[config.mk]
export PLATFORM = sky130hd
export DESIGN_NAME = cmw_xlate
export DESIGN_NICKNAME = d
export VERILOG_FILES = /design/src/rtl/cmw_pkg.sv /design/src/rtl/cmw_cfg_regs.sv /design/src/rtl/cmw_win_match.sv /design/src/rtl/cmw_prio_pick.sv /design/src/rtl/cmw_xlate.sv
export SDC_FILE = /design/constraint.sdc
export NUM_CORES = 1
export LEC_CHECK = 0
export ABC_CLOCK_PERIOD_IN_PS = 2700
export BUFFER_PORTS_ARGS = -buffer_cell sky130_fd_sc_hd__buf_4
export CAP_MARGIN = 20
export CORE_MARGIN = 5
export CORE_UTILIZATION = 45
export CTS_CLUSTER_SIZE = 25
export DETAILED_ROUTE_END_ITERATION = 16
export SYNTH_ARGS = -nofsm -noshare
export SYNTH_HDL_FRONTEND = slang
export SYNTH_SLANG_ARGS = --single-unit
[constraint.sdc]
create_clock -name clk -period 2.7 [get_ports clk]
set_clock_uncertainty 0.15 [all_clocks]
set_input_delay 0.405 -clock clk [delete_from_list [all_inputs] [get_ports clk]]
set_output_delay 0.405 -clock clk [all_outputs]
set_load 0.03 [all_outputs]
[src/rtl/cmw_pkg.sv]
package cmw_pkg;

    localparam int HADDR_W    = 24;
    localparam int PAGE_SHIFT = 12;
    localparam int PAGE_W     = HADDR_W - PAGE_SHIFT;
    localparam int WIN_STRIDE = 8;
    localparam int DATA_W     = 8;
    localparam int HI_PAGE_W  = PAGE_W - DATA_W;

    // Flag positions inside the high byte of each value
    localparam int BIT_ZWS    = 6;
    localparam int BIT_WIDE   = 7;
    localparam int BIT_WAIT_L = 6;
    localparam int BIT_ATTR   = 6;
    localparam int BIT_WP     = 7;

    typedef logic [PAGE_W-1:0] page_t;

    typedef enum logic [2:0] {
        BY_FIRST_LO = 3'd0,
        BY_FIRST_HI = 3'd1,
        BY_LAST_LO  = 3'd2,
        BY_LAST_HI  = 3'd3,
        BY_OFFS_LO  = 3'd4,
        BY_OFFS_HI  = 3'd5
    } win_byte_e;

    typedef struct packed {
        page_t first_pg;
        page_t last_pg;
        page_t offs_pg;
    } win_pages_t;

    typedef struct packed {
        logic       wide;
        logic       zws;
        logic [1:0] wait_cnt;
        logic       attr;
        logic       wp;
    } win_flags_t;

    function automatic page_t page_of(input logic [HADDR_W-1:0] a);
        return a[HADDR_W-1:PAGE_SHIFT];
    endfunction

    function automatic logic in_range(input page_t p, input page_t lo, input page_t hi);
        return (p >= lo) && (p <= hi);
    endfunction

endpackage

[src/rtl/cmw_cfg_regs.sv]
module cmw_cfg_regs
    import cmw_pkg::*;
#(
    parameter int NUM_WIN = 5,
    parameter int CFG_AW  = 6
) (
    input  logic                        clk,
    input  logic                        rst,
    input  logic                        cfg_we,
    input  logic [CFG_AW-1:0]           cfg_addr,
    input  logic [DATA_W-1:0]           cfg_wdata,
    output win_pages_t [NUM_WIN-1:0]    win_pages,
    output win_flags_t [NUM_WIN-1:0]    win_flags,
    output logic [NUM_WIN-1:0]          win_en
);

    localparam int SEL_W   = CFG_AW - 3;
    localparam int EN_ADDR = NUM_WIN * WIN_STRIDE;

    logic [SEL_W-1:0] win_sel;
    win_byte_e        byte_sel;

    assign win_sel  = cfg_addr[CFG_AW-1:3];
    assign byte_sel = win_byte_e'(cfg_addr[2:0]);

    genvar w;
    generate
        for (w = 0; w < NUM_WIN; w++) begin : g_win
            logic hit_w;
            assign hit_w = cfg_we && (win_sel == SEL_W'(w));

            always_ff @(posedge clk) begin
                if (rst) begin
                    win_pages[w] <= '0;
                    win_flags[w] <= '0;
                end else if (hit_w) begin
                    case (byte_sel)
                        BY_FIRST_LO: win_pages[w].first_pg[DATA_W-1:0] <= cfg_wdata;
                        BY_FIRST_HI: begin
                            win_pages[w].first_pg[PAGE_W-1:DATA_W] <= cfg_wdata[HI_PAGE_W-1:0];
                            win_flags[w].zws  <= cfg_wdata[BIT_ZWS];
                            win_flags[w].wide <= cfg_wdata[BIT_WIDE];
                        end
                        BY_LAST_LO:  win_pages[w].last_pg[DATA_W-1:0] <= cfg_wdata;
                        BY_LAST_HI: begin
                            win_pages[w].last_pg[PAGE_W-1:DATA_W] <= cfg_wdata[HI_PAGE_W-1:0];
                            win_flags[w].wait_cnt <= cfg_wdata[BIT_WAIT_L+1:BIT_WAIT_L];
                        end
                        BY_OFFS_LO:  win_pages[w].offs_pg[DATA_W-1:0] <= cfg_wdata;
                        BY_OFFS_HI: begin
                            win_pages[w].offs_pg[PAGE_W-1:DATA_W] <= cfg_wdata[HI_PAGE_W-1:0];
                            win_flags[w].attr <= cfg_wdata[BIT_ATTR];
                            win_flags[w].wp   <= cfg_wdata[BIT_WP];
                        end
                        default: ;
                    endcase
                end
            end
        end
    endgenerate

    always_ff @(posedge clk) begin
        if (rst) begin
            win_en <= '0;
        end else if (cfg_we && (cfg_addr == CFG_AW'(EN_ADDR))) begin
            win_en <= cfg_wdata[NUM_WIN-1:0];
        end
    end

    AST_EN_HOLD: assert property (@(posedge clk) disable iff (rst)
        !(cfg_we && (cfg_addr == CFG_AW'(EN_ADDR))) |=> $stable(win_en));

endmodule

[src/rtl/cmw_win_match.sv]
module cmw_win_match
    import cmw_pkg::*;
#(
    parameter int NUM_WIN = 5
) (
    input  win_pages_t [NUM_WIN-1:0]      win_pages,
    input  logic [NUM_WIN-1:0]            win_en,
    input  page_t                         host_page,
    output logic [NUM_WIN-1:0]            hits,
    output page_t [NUM_WIN-1:0]           xlat_page
);

    genvar w;
    generate
        for (w = 0; w < NUM_WIN; w++) begin : g_cmp
            assign hits[w] = win_en[w] &&
                             in_range(host_page, win_pages[w].first_pg, win_pages[w].last_pg);
            // Sum truncated to the page width: wraps modulo the page count
            assign xlat_page[w] = host_page + win_pages[w].offs_pg;
        end
    endgenerate

endmodule

[src/rtl/cmw_prio_pick.sv]
module cmw_prio_pick #(
    parameter int NUM_WIN = 5,
    parameter int IDX_W   = (NUM_WIN > 1) ? $clog2(NUM_WIN) : 1
) (
    input  logic               clk,
    input  logic               rst,
    input  logic [NUM_WIN-1:0] hits,
    output logic [NUM_WIN-1:0] grant,
    output logic [IDX_W-1:0]   idx,
    output logic               any
);

    assign grant = hits & (~hits + 1'b1);
    assign any   = |hits;

    always_comb begin
        idx = '0;
        for (int i = NUM_WIN - 1; i >= 0; i--) begin
            if (hits[i]) idx = IDX_W'(i);
        end
    end

    AST_GRANT_ONEHOT: assert property (@(posedge clk) disable iff (rst)
        $onehot0(grant) && (any == (grant != '0)));

    AST_GRANT_IDX: assert property (@(posedge clk) disable iff (rst)
        any |-> (grant[idx] && ((hits & (grant - 1'b1)) == '0)));

endmodule

[src/rtl/cmw_xlate.sv]
module cmw_xlate
    import cmw_pkg::*;
#(
    parameter int NUM_WIN = 5,
    localparam int CFG_AW = $clog2(NUM_WIN * WIN_STRIDE + 1),
    localparam int IDX_W  = (NUM_WIN > 1) ? $clog2(NUM_WIN) : 1
) (
    input  logic                 clk,
    input  logic                 rst,
    input  logic                 cfg_we,
    input  logic [CFG_AW-1:0]    cfg_addr,
    input  logic [DATA_W-1:0]    cfg_wdata,
    input  logic                 host_valid,
    input  logic                 host_write,
    input  logic [HADDR_W-1:0]   host_addr,
    output logic                 out_valid,
    output logic                 win_miss,
    output logic [IDX_W-1:0]     hit_win,
    output logic [HADDR_W-1:0]   card_addr,
    output logic                 card_we,
    output logic                 wp_block,
    output logic                 card_attr,
    output logic                 card_wide,
    output logic                 card_zws,
    output logic [1:0]           card_wait
);

    typedef struct packed {
        logic               valid;
        logic               miss;
        logic [IDX_W-1:0]   win;
        logic [HADDR_W-1:0] addr;
        logic               we;
        logic               wp_block;
        win_flags_t         flags;
    } result_t;

    win_pages_t [NUM_WIN-1:0] win_pages;
    win_flags_t [NUM_WIN-1:0] win_flags;
    logic [NUM_WIN-1:0]       win_en;
    logic [NUM_WIN-1:0]       hits;
    logic [NUM_WIN-1:0]       grant;
    page_t [NUM_WIN-1:0]      xlat_page;
    logic [IDX_W-1:0]         pick;
    logic                     any_hit;
    win_flags_t               sel_flags;
    result_t                  res_d, res_q;

    cmw_cfg_regs #(.NUM_WIN(NUM_WIN), .CFG_AW(CFG_AW)) u_regs (
        .clk       (clk),
        .rst       (rst),
        .cfg_we    (cfg_we),
        .cfg_addr  (cfg_addr),
        .cfg_wdata (cfg_wdata),
        .win_pages (win_pages),
        .win_flags (win_flags),
        .win_en    (win_en)
    );

    cmw_win_match #(.NUM_WIN(NUM_WIN)) u_match (
        .win_pages (win_pages),
        .win_en    (win_en),
        .host_page (page_of(host_addr)),
        .hits      (hits),
        .xlat_page (xlat_page)
    );

    cmw_prio_pick #(.NUM_WIN(NUM_WIN), .IDX_W(IDX_W)) u_prio (
        .clk   (clk),
        .rst   (rst),
        .hits  (hits),
        .grant (grant),
        .idx   (pick),
        .any   (any_hit)
    );

    always_comb begin
        sel_flags = '0;
        for (int i = 0; i < NUM_WIN; i++) begin
            if (grant[i]) sel_flags = win_flags[i];
        end
    end

    always_comb begin
        res_d = '0;
        if (host_valid) begin
            res_d.valid = 1'b1;
            if (any_hit) begin
                res_d.win      = pick;
                res_d.addr     = {xlat_page[pick], host_addr[PAGE_SHIFT-1:0]};
                res_d.flags    = sel_flags;
                res_d.we       = host_write && !sel_flags.wp;
                res_d.wp_block = host_write &&  sel_flags.wp;
            end else begin
                res_d.miss = 1'b1;
            end
        end
    end

    always_ff @(posedge clk) begin
        if (rst) res_q <= '0;
        else     res_q <= res_d;
    end

    assign out_valid = res_q.valid;
    assign win_miss  = res_q.miss;
    assign hit_win   = res_q.win;
    assign card_addr = res_q.addr;
    assign card_we   = res_q.we;
    assign wp_block  = res_q.wp_block;
    assign card_attr = res_q.flags.attr;
    assign card_wide = res_q.flags.wide;
    assign card_zws  = res_q.flags.zws;
    assign card_wait = res_q.flags.wait_cnt;

    AST_MISS_QUIET: assert property (@(posedge clk) disable iff (rst)
        win_miss |-> (card_addr == '0 && !card_we && !wp_block && !card_attr &&
                      !card_wide && !card_zws && card_wait == '0 && hit_win == '0));

    AST_WP_NO_WE: assert property (@(posedge clk) disable iff (rst)
        !(wp_block && card_we));

    AST_IDLE_QUIET: assert property (@(posedge clk) disable iff (rst)
        !out_valid |-> (!win_miss && !card_we && !wp_block && card_addr == '0));

    AST_LOW_PASS: assert property (@(posedge clk) disable iff (rst)
        (out_valid && !win_miss) |->
            card_addr[PAGE_SHIFT-1:0] == $past(host_addr[PAGE_SHIFT-1:0]));

    AST_MISS_NEEDS_ACCESS: assert property (@(posedge clk) disable iff (rst)
        win_miss |-> out_valid);

endmodule

# Yosys cells after proc, flatten, opt, wreduce, memory -nomap -nowiden
# Cells that the tools add are included.
# classes
add_sub_neg	6
magnitude_cmp	11
n_eq_ne	10
muxes	15
bitwise_logic	4
n_reduce_logical	54
# op_table
operator	n
$add A12 B12 Y12	5
$ge A12 B12 Y1	5
$le A12 B12 Y1	5
$reduce_and A2 Y1	30
$mux W37	1
$bmux W12 S3	1
$mux W35	1
$mux W6	5
$logic_and A1 B1 Y1	18
$mux W3	5
$eq A3 B2 Y1 const B	4
$mux W12	1
$eq A3 B3 Y1 const B	3
$eq A3 B1 Y1 const B	2
$eq A6 B6 Y1 const B	1
$logic_not A3 Y1	2
$add A5 B1 Y5 const B	1
$and A5 B5 Y5	1
$not A5 Y5	1
$reduce_or A5 Y1	1
$lt A3 B4 Y1 const B	1
$reduce_or A3 Y1	1
$not A1 Y1	2
$reduce_or A2 Y1	1
other kinds (2)	2
# totals
ff_bits	251
in_bits	43
word_cells	166

# Logic depth before layout (Yosys ltp)
# logic_depth
word_depth	15
depth_mapped	14
mapped_depth_nobuf	12

# Hierarchy
# Synthesis repeated with hierarchy kept, for this count alone.
# unflattened
hier_cells	1663
area_unflattened_um2	15523.6
# modules_own_cells
module	instances	cells_each	area_per_inst_um2	seq_area_each_um2
cmw_cfg_regs	1	751	8399.3	4304.1
cmw_win_match	1	691	5165.0	0.0
cmw_xlate	1	208	1886.8	720.7
cmw_prio_pick	1	13	72.6	0.0

# Worst setup path after synthesis
# No wires, ideal clock.
# synth_timing
path_type	input to register
from	input host_addr[12]
to	register res_q (netlist bit card_addr[12])
setup_ns	0.088
arrival_ns	2.685
required_ns	2.462
setup_slack_ns	-0.223
cell_stages	12
n_path_buf	1
path_cell_list	inv_1 > ha_1 > nand2b_1 > a2111o_1 > a21oi_1 > o21ai_1 > o311ai_4 > and2_4 > buf_6 > nand3_1 > and3_1 > nor4_2
# synth_via
elab_chain_len	10
elab_cells_between_ends	35
# synth_lines
element	line	text
from (decl)	cmw_xlate.sv:15	input logic [HADDR_W-1:0] host_addr,
$ge A12 B12 Y1 / $le A12 B12 Y1 (equally long branches)	cmw_pkg.sv:47	return (p >= lo) && (p <= hi);
$logic_and A1 B1 Y1	cmw_pkg.sv:47	
$logic_and A1 B1 Y1	cmw_win_match.sv:16	assign hits[w] = win_en[w] &&
$mux W3 (5 in series)	cmw_prio_pick.sv:19	if (hits[i]) idx = IDX_W'(i);
$bmux W12 S3	cmw_xlate.sv:90	res_d.addr = {xlat_page[pick], host_addr[PAGE_SHIFT-1:0]};
$mux W12 (implied by the code)	cmw_xlate.sv:90	
to (signal assigned)	cmw_xlate.sv:102	else res_q <= res_d;
to (decl)	cmw_xlate.sv:47	result_t res_d, res_q;
# Parallel ways exist; a longest one is shown, timed or not. The select of a mux whose other input is x is not followed.
# A chain may end at the register's enable or synchronous reset.

# Final worst setup path
# layout_timing
from	register, netlist name u_regs.win_pages[93]
to	register res_q (netlist bit card_addr[16])
# layout_via
elab_chain_len	8
elab_cells_between_ends	11
# layout_lines
element	line
$le A12 B12 Y1 (*)	cmw_pkg.sv:47
$logic_and A1 B1 Y1 (*)	cmw_pkg.sv:47
$logic_and A1 B1 Y1 (*)	cmw_win_match.sv:16
$mux W3 (3 in series)	cmw_prio_pick.sv:19
$bmux W12 S3	cmw_xlate.sv:90
$mux W12 (implied by the code)	cmw_xlate.sv:90
# Mark *: on every way between the ends. The rest lies on a longest branch, timed or not. The select of a mux whose other input is x is not followed.

==> qor.txt <==
status = finished with violations
failing checks = setup timing
row count = 66
# setup viols final = 31
Hold Path Cell Cnt = 4
synthesized flop and latch total = 251
net switching power = 2220 uW
Worst-path clk slew = 60 ps
worst hold start = cfg_addr[1]
max cap viols = 0
Hold Path Sink = u_regs.win_pages[112]
Die X = 191 um
clock period minus worst slack = 3000 ps
drt via density = 5.48
Net Sw Frac = 25.1%
multi-input logic area = 9520 um2
Total Routed Length = 49,600 um
RR Startpoint = u_regs.win_pages[93]
DRC violations left = 0
Final #Nets = 2,245
FMAX = 333 MHz
Area Growth Syn to Fin = 31.4%
Initial Utilization = 45.4%
Clock Sinks = 251
drt pass-1 iters = 5
Power Total = 8830 uW
Total GRT Usage = 26.4%
first-pass GRT wire length = 75,400 um
Setup crit end kind = flop
Place WS = -923 ps
core box area = 32,400 um2
crit path max fanout = 5
setup_tns = -6050 ps
Max clock buf depth = 3
Slew headroom = 26.1%
max incr delay on CP = 330 ps
Iter 0 DRT Violations = 873
FF-to-FF End = card_addr[16]
initial antenna violation count = 0
leakage dissipation = 0.00806 uW
antenna viol nets, final = 0
Worst Reg-to-Reg Cells = 13
CTS H-tree lvls = 1
Synth top area share = 34.2%
fin util = 59.7%
Slew Viols, Final = 0
Post-synth EDFFs = 0
IO buf count = 78
power share of the sequential group = 42.2%
Crit path arrival time = 3330 ps
register area = 5060 um2
pin count of the biggest net entering global routing = 216
Post-Syn Instances = 1,751
top cells by area, synth = dfxtp_1 (34%), ha_1 (15%), mux2i_1 (9.8%)
async set or reset register ratio after synthesis = 0%
hpwl dp = 34,500 um
Main synth FF type = dfxtp_1
Die ar. = 36,400 um2
layout cells sized above 1 = 24.9%
Slowest-stage cell, CP = dfxtp_2
filler cell count = 2,902
syn_nets = 1,974
CTS buffer count = 28
die height = 191 um
routed len/inst = 20.0 um
cell-internal power = 6610 uW
worst setup margin = -300 ps
min-delay worst type = in2reg
Final GP Congestion = 0.928
CP Class = reg2reg
num ports = 79
Pwr per Cell Area = 457 nW/um2
worst slew pin tran = 1110 ps
Clock Power Share = 46.2%
Gate power share = 11.6%
Post-Synthesis Cell Area = 14,700 um2
post-synth cell types = 73
Worst-Skew Late Latency = 550 ps
Root Buffer = clkbuf_16
crit path cell chain = inv_2, ha_4, nand4_1, buf_4, a211oi_2, o41ai_2, buf_4, and3_4, o211ai_4, buf_12, mux2_4, mux2_4, o22ai_2
Fin. Hold Viols = 0
worst path required time = 3030 ps
sequential share of the synthesized area = 34.2%
worst vdd ir = 0.500 mV
Final Cycle Share = 111%
unrepaired setup endpoints after global routing = true
Syn Area/Cell = 8.40 um2
via count = 13,600
Synthesis Warnings = 0
ANT cells = 0
Yosys top cell by area = dfxtp_1
crit start category = flop
R2R Setup Slk = -300 ps
CTS tree = done
grt ovf = 0
vias in the first global route = 13,400
[cells in the mapped netlist (all sizes together), types with 5 or more instances]
master	number
xor2	22
o211ai	19
nor2	191
dfxtp	251
clkbuf	68
a211oi	19
fa	5
xnor2	25
nor3	25
o21ai	58
mux2	5
nand3	108
ha	175
inv	138
o41ai	5
o21a	7
nand2b	12
and3	9
nor2b	22
and2	17
buf	11
a21oi	144
nand2	164
nand4	17
or3	7
o22ai	6
mux2i	144
a21boi	8
a31oi	14
a21o	15
[cells by family (layout without fill, tap and decap cells)]
family	after synthesis	after routing	synth area share (%)
mux	149	149	10.2
simple gates	587	587	18.1
xor+xnor	47	47	2.80
fa+ha+maj	180	180	15.6
flops	251	251	34.2
compound gates	320	320	13.5
buf+inv	217	508	5.73
[power groups by stage]
stage / clock, uW / sequential, uW / combinational [uW]
3_5_place_dp: 0 / 3810 / 926
5_1_grt: 4290 / 3730 / 1100
6_report: 4080 / 3730 / 1020
4_1_cts: 4130 / 3730 / 975
2_1_floorplan: 0 / 3810 / 465
3_3_place_gp: 0 / 3810 / 910
[sequential cells by signal, indices dropped and copies added, names as in the netlist]
signal,count
u_regs.win_flags,30
card_addr,24
card_we,1
card_wait,2
card_wide,1
u_regs.win_pages,180
win_miss,1
wp_block,1
card_zws,1
card_attr,1
out_valid,1
u_regs.win_en,5
hit_win,3
[worst max-delay path: cells and delay by family, from the launching register on]
kind            cells  cell delay [ps]
flops               1              330
fa+ha+maj           1              250
simple gates        2              430
mux                 2              550
buf+inv             4              580
compound gates      4              630
[stage by stage]
step           area (um2)  hold slack, ps  cells
6_report            19300            99.8   2484
3_5_place_dp        17100             298   2380
4_1_cts             18700            83.0   2462
5_1_grt             19300             106   2484
2_1_floorplan       14700             283   1751
3_3_place_gp        17100             292   2380
[cell type report]
class | count | share of cell area, %
flip-flops and latches | 251 | 26.2
clock inverters | 6 | 0.570
clock buffers | 44 | 4.52
repair buffers | 320 | 13.9
well taps | 442 | 2.86
inverters | 138 | 2.70
multi-input cells | 1283 | 49.3
[metal layers]
layer	GRT usage [%]	up-vias	part of all wire, %	wire length [um]
met5	0	-	0	0
met4	13.2	0	5.7	2820
met3	2.84	135	4.7	2350
met2	46.1	418	48	23900
met1	32.4	6452	41	20500
li1	-	6606	-	-
[cells in the final DEF (no fill, tap or decap), types with 8 or more instances in the layout]
master | Yosys | final
nand2b_1 | 12 | 12
buf_4 | 2 | 275
ha_1 | 175 | 155
dfxtp_2 | 0 | 26
a21oi_1 | 143 | 135
buf_12 | 0 | 9
xnor2_1 | 25 | 25
o211ai_1 | 17 | 17
a31oi_1 | 14 | 9
dlygate4sd3_1 | 0 | 13
mux2i_1 | 144 | 138
inv_2 | 0 | 10
clkbuf_16 | 0 | 32
buf_6 | 2 | 19
o21ai_0 | 53 | 32
xor2_1 | 22 | 22
nor2b_1 | 22 | 19
nand4_1 | 17 | 17
o21ai_1 | 4 | 20
a211oi_1 | 19 | 12
dfxtp_1 | 251 | 225
nand2_1 | 164 | 155
nand3_1 | 108 | 106
a21o_1 | 15 | 15
a21oi_2 | 0 | 8
nor3_1 | 25 | 21
inv_1 | 138 | 127
and2_4 | 2 | 11
nor2_1 | 191 | 186
clkbuf_8 | 0 | 9
ha_4 | 0 | 17
[how the worst max path moves through the flow]
stage / start / cells past startpoint / to
CTS: u_regs.win_pages[54] / 13 / card_addr[21]
global placement: host_addr[12] / 13 / card_we
global route: u_regs.win_pages[58] / 12 / card_addr[16]
detailed placement: host_addr[12] / 13 / card_we
finish: u_regs.win_pages[93] / 13 / card_addr[16]
floorplan: host_addr[12] / 11 / wp_block
[repair_timing]
item                       4_1_cts  5_1_grt
pin swaps                       35       45
hold buffers                    13        0
resized for setup               88      106
setup endpoints to repair       34       34
gates cloned                     0        3
buffers inserted                21       19
hold endpoints to repair        14        0
No activity file was read; power rests on OpenSTA's default activity.
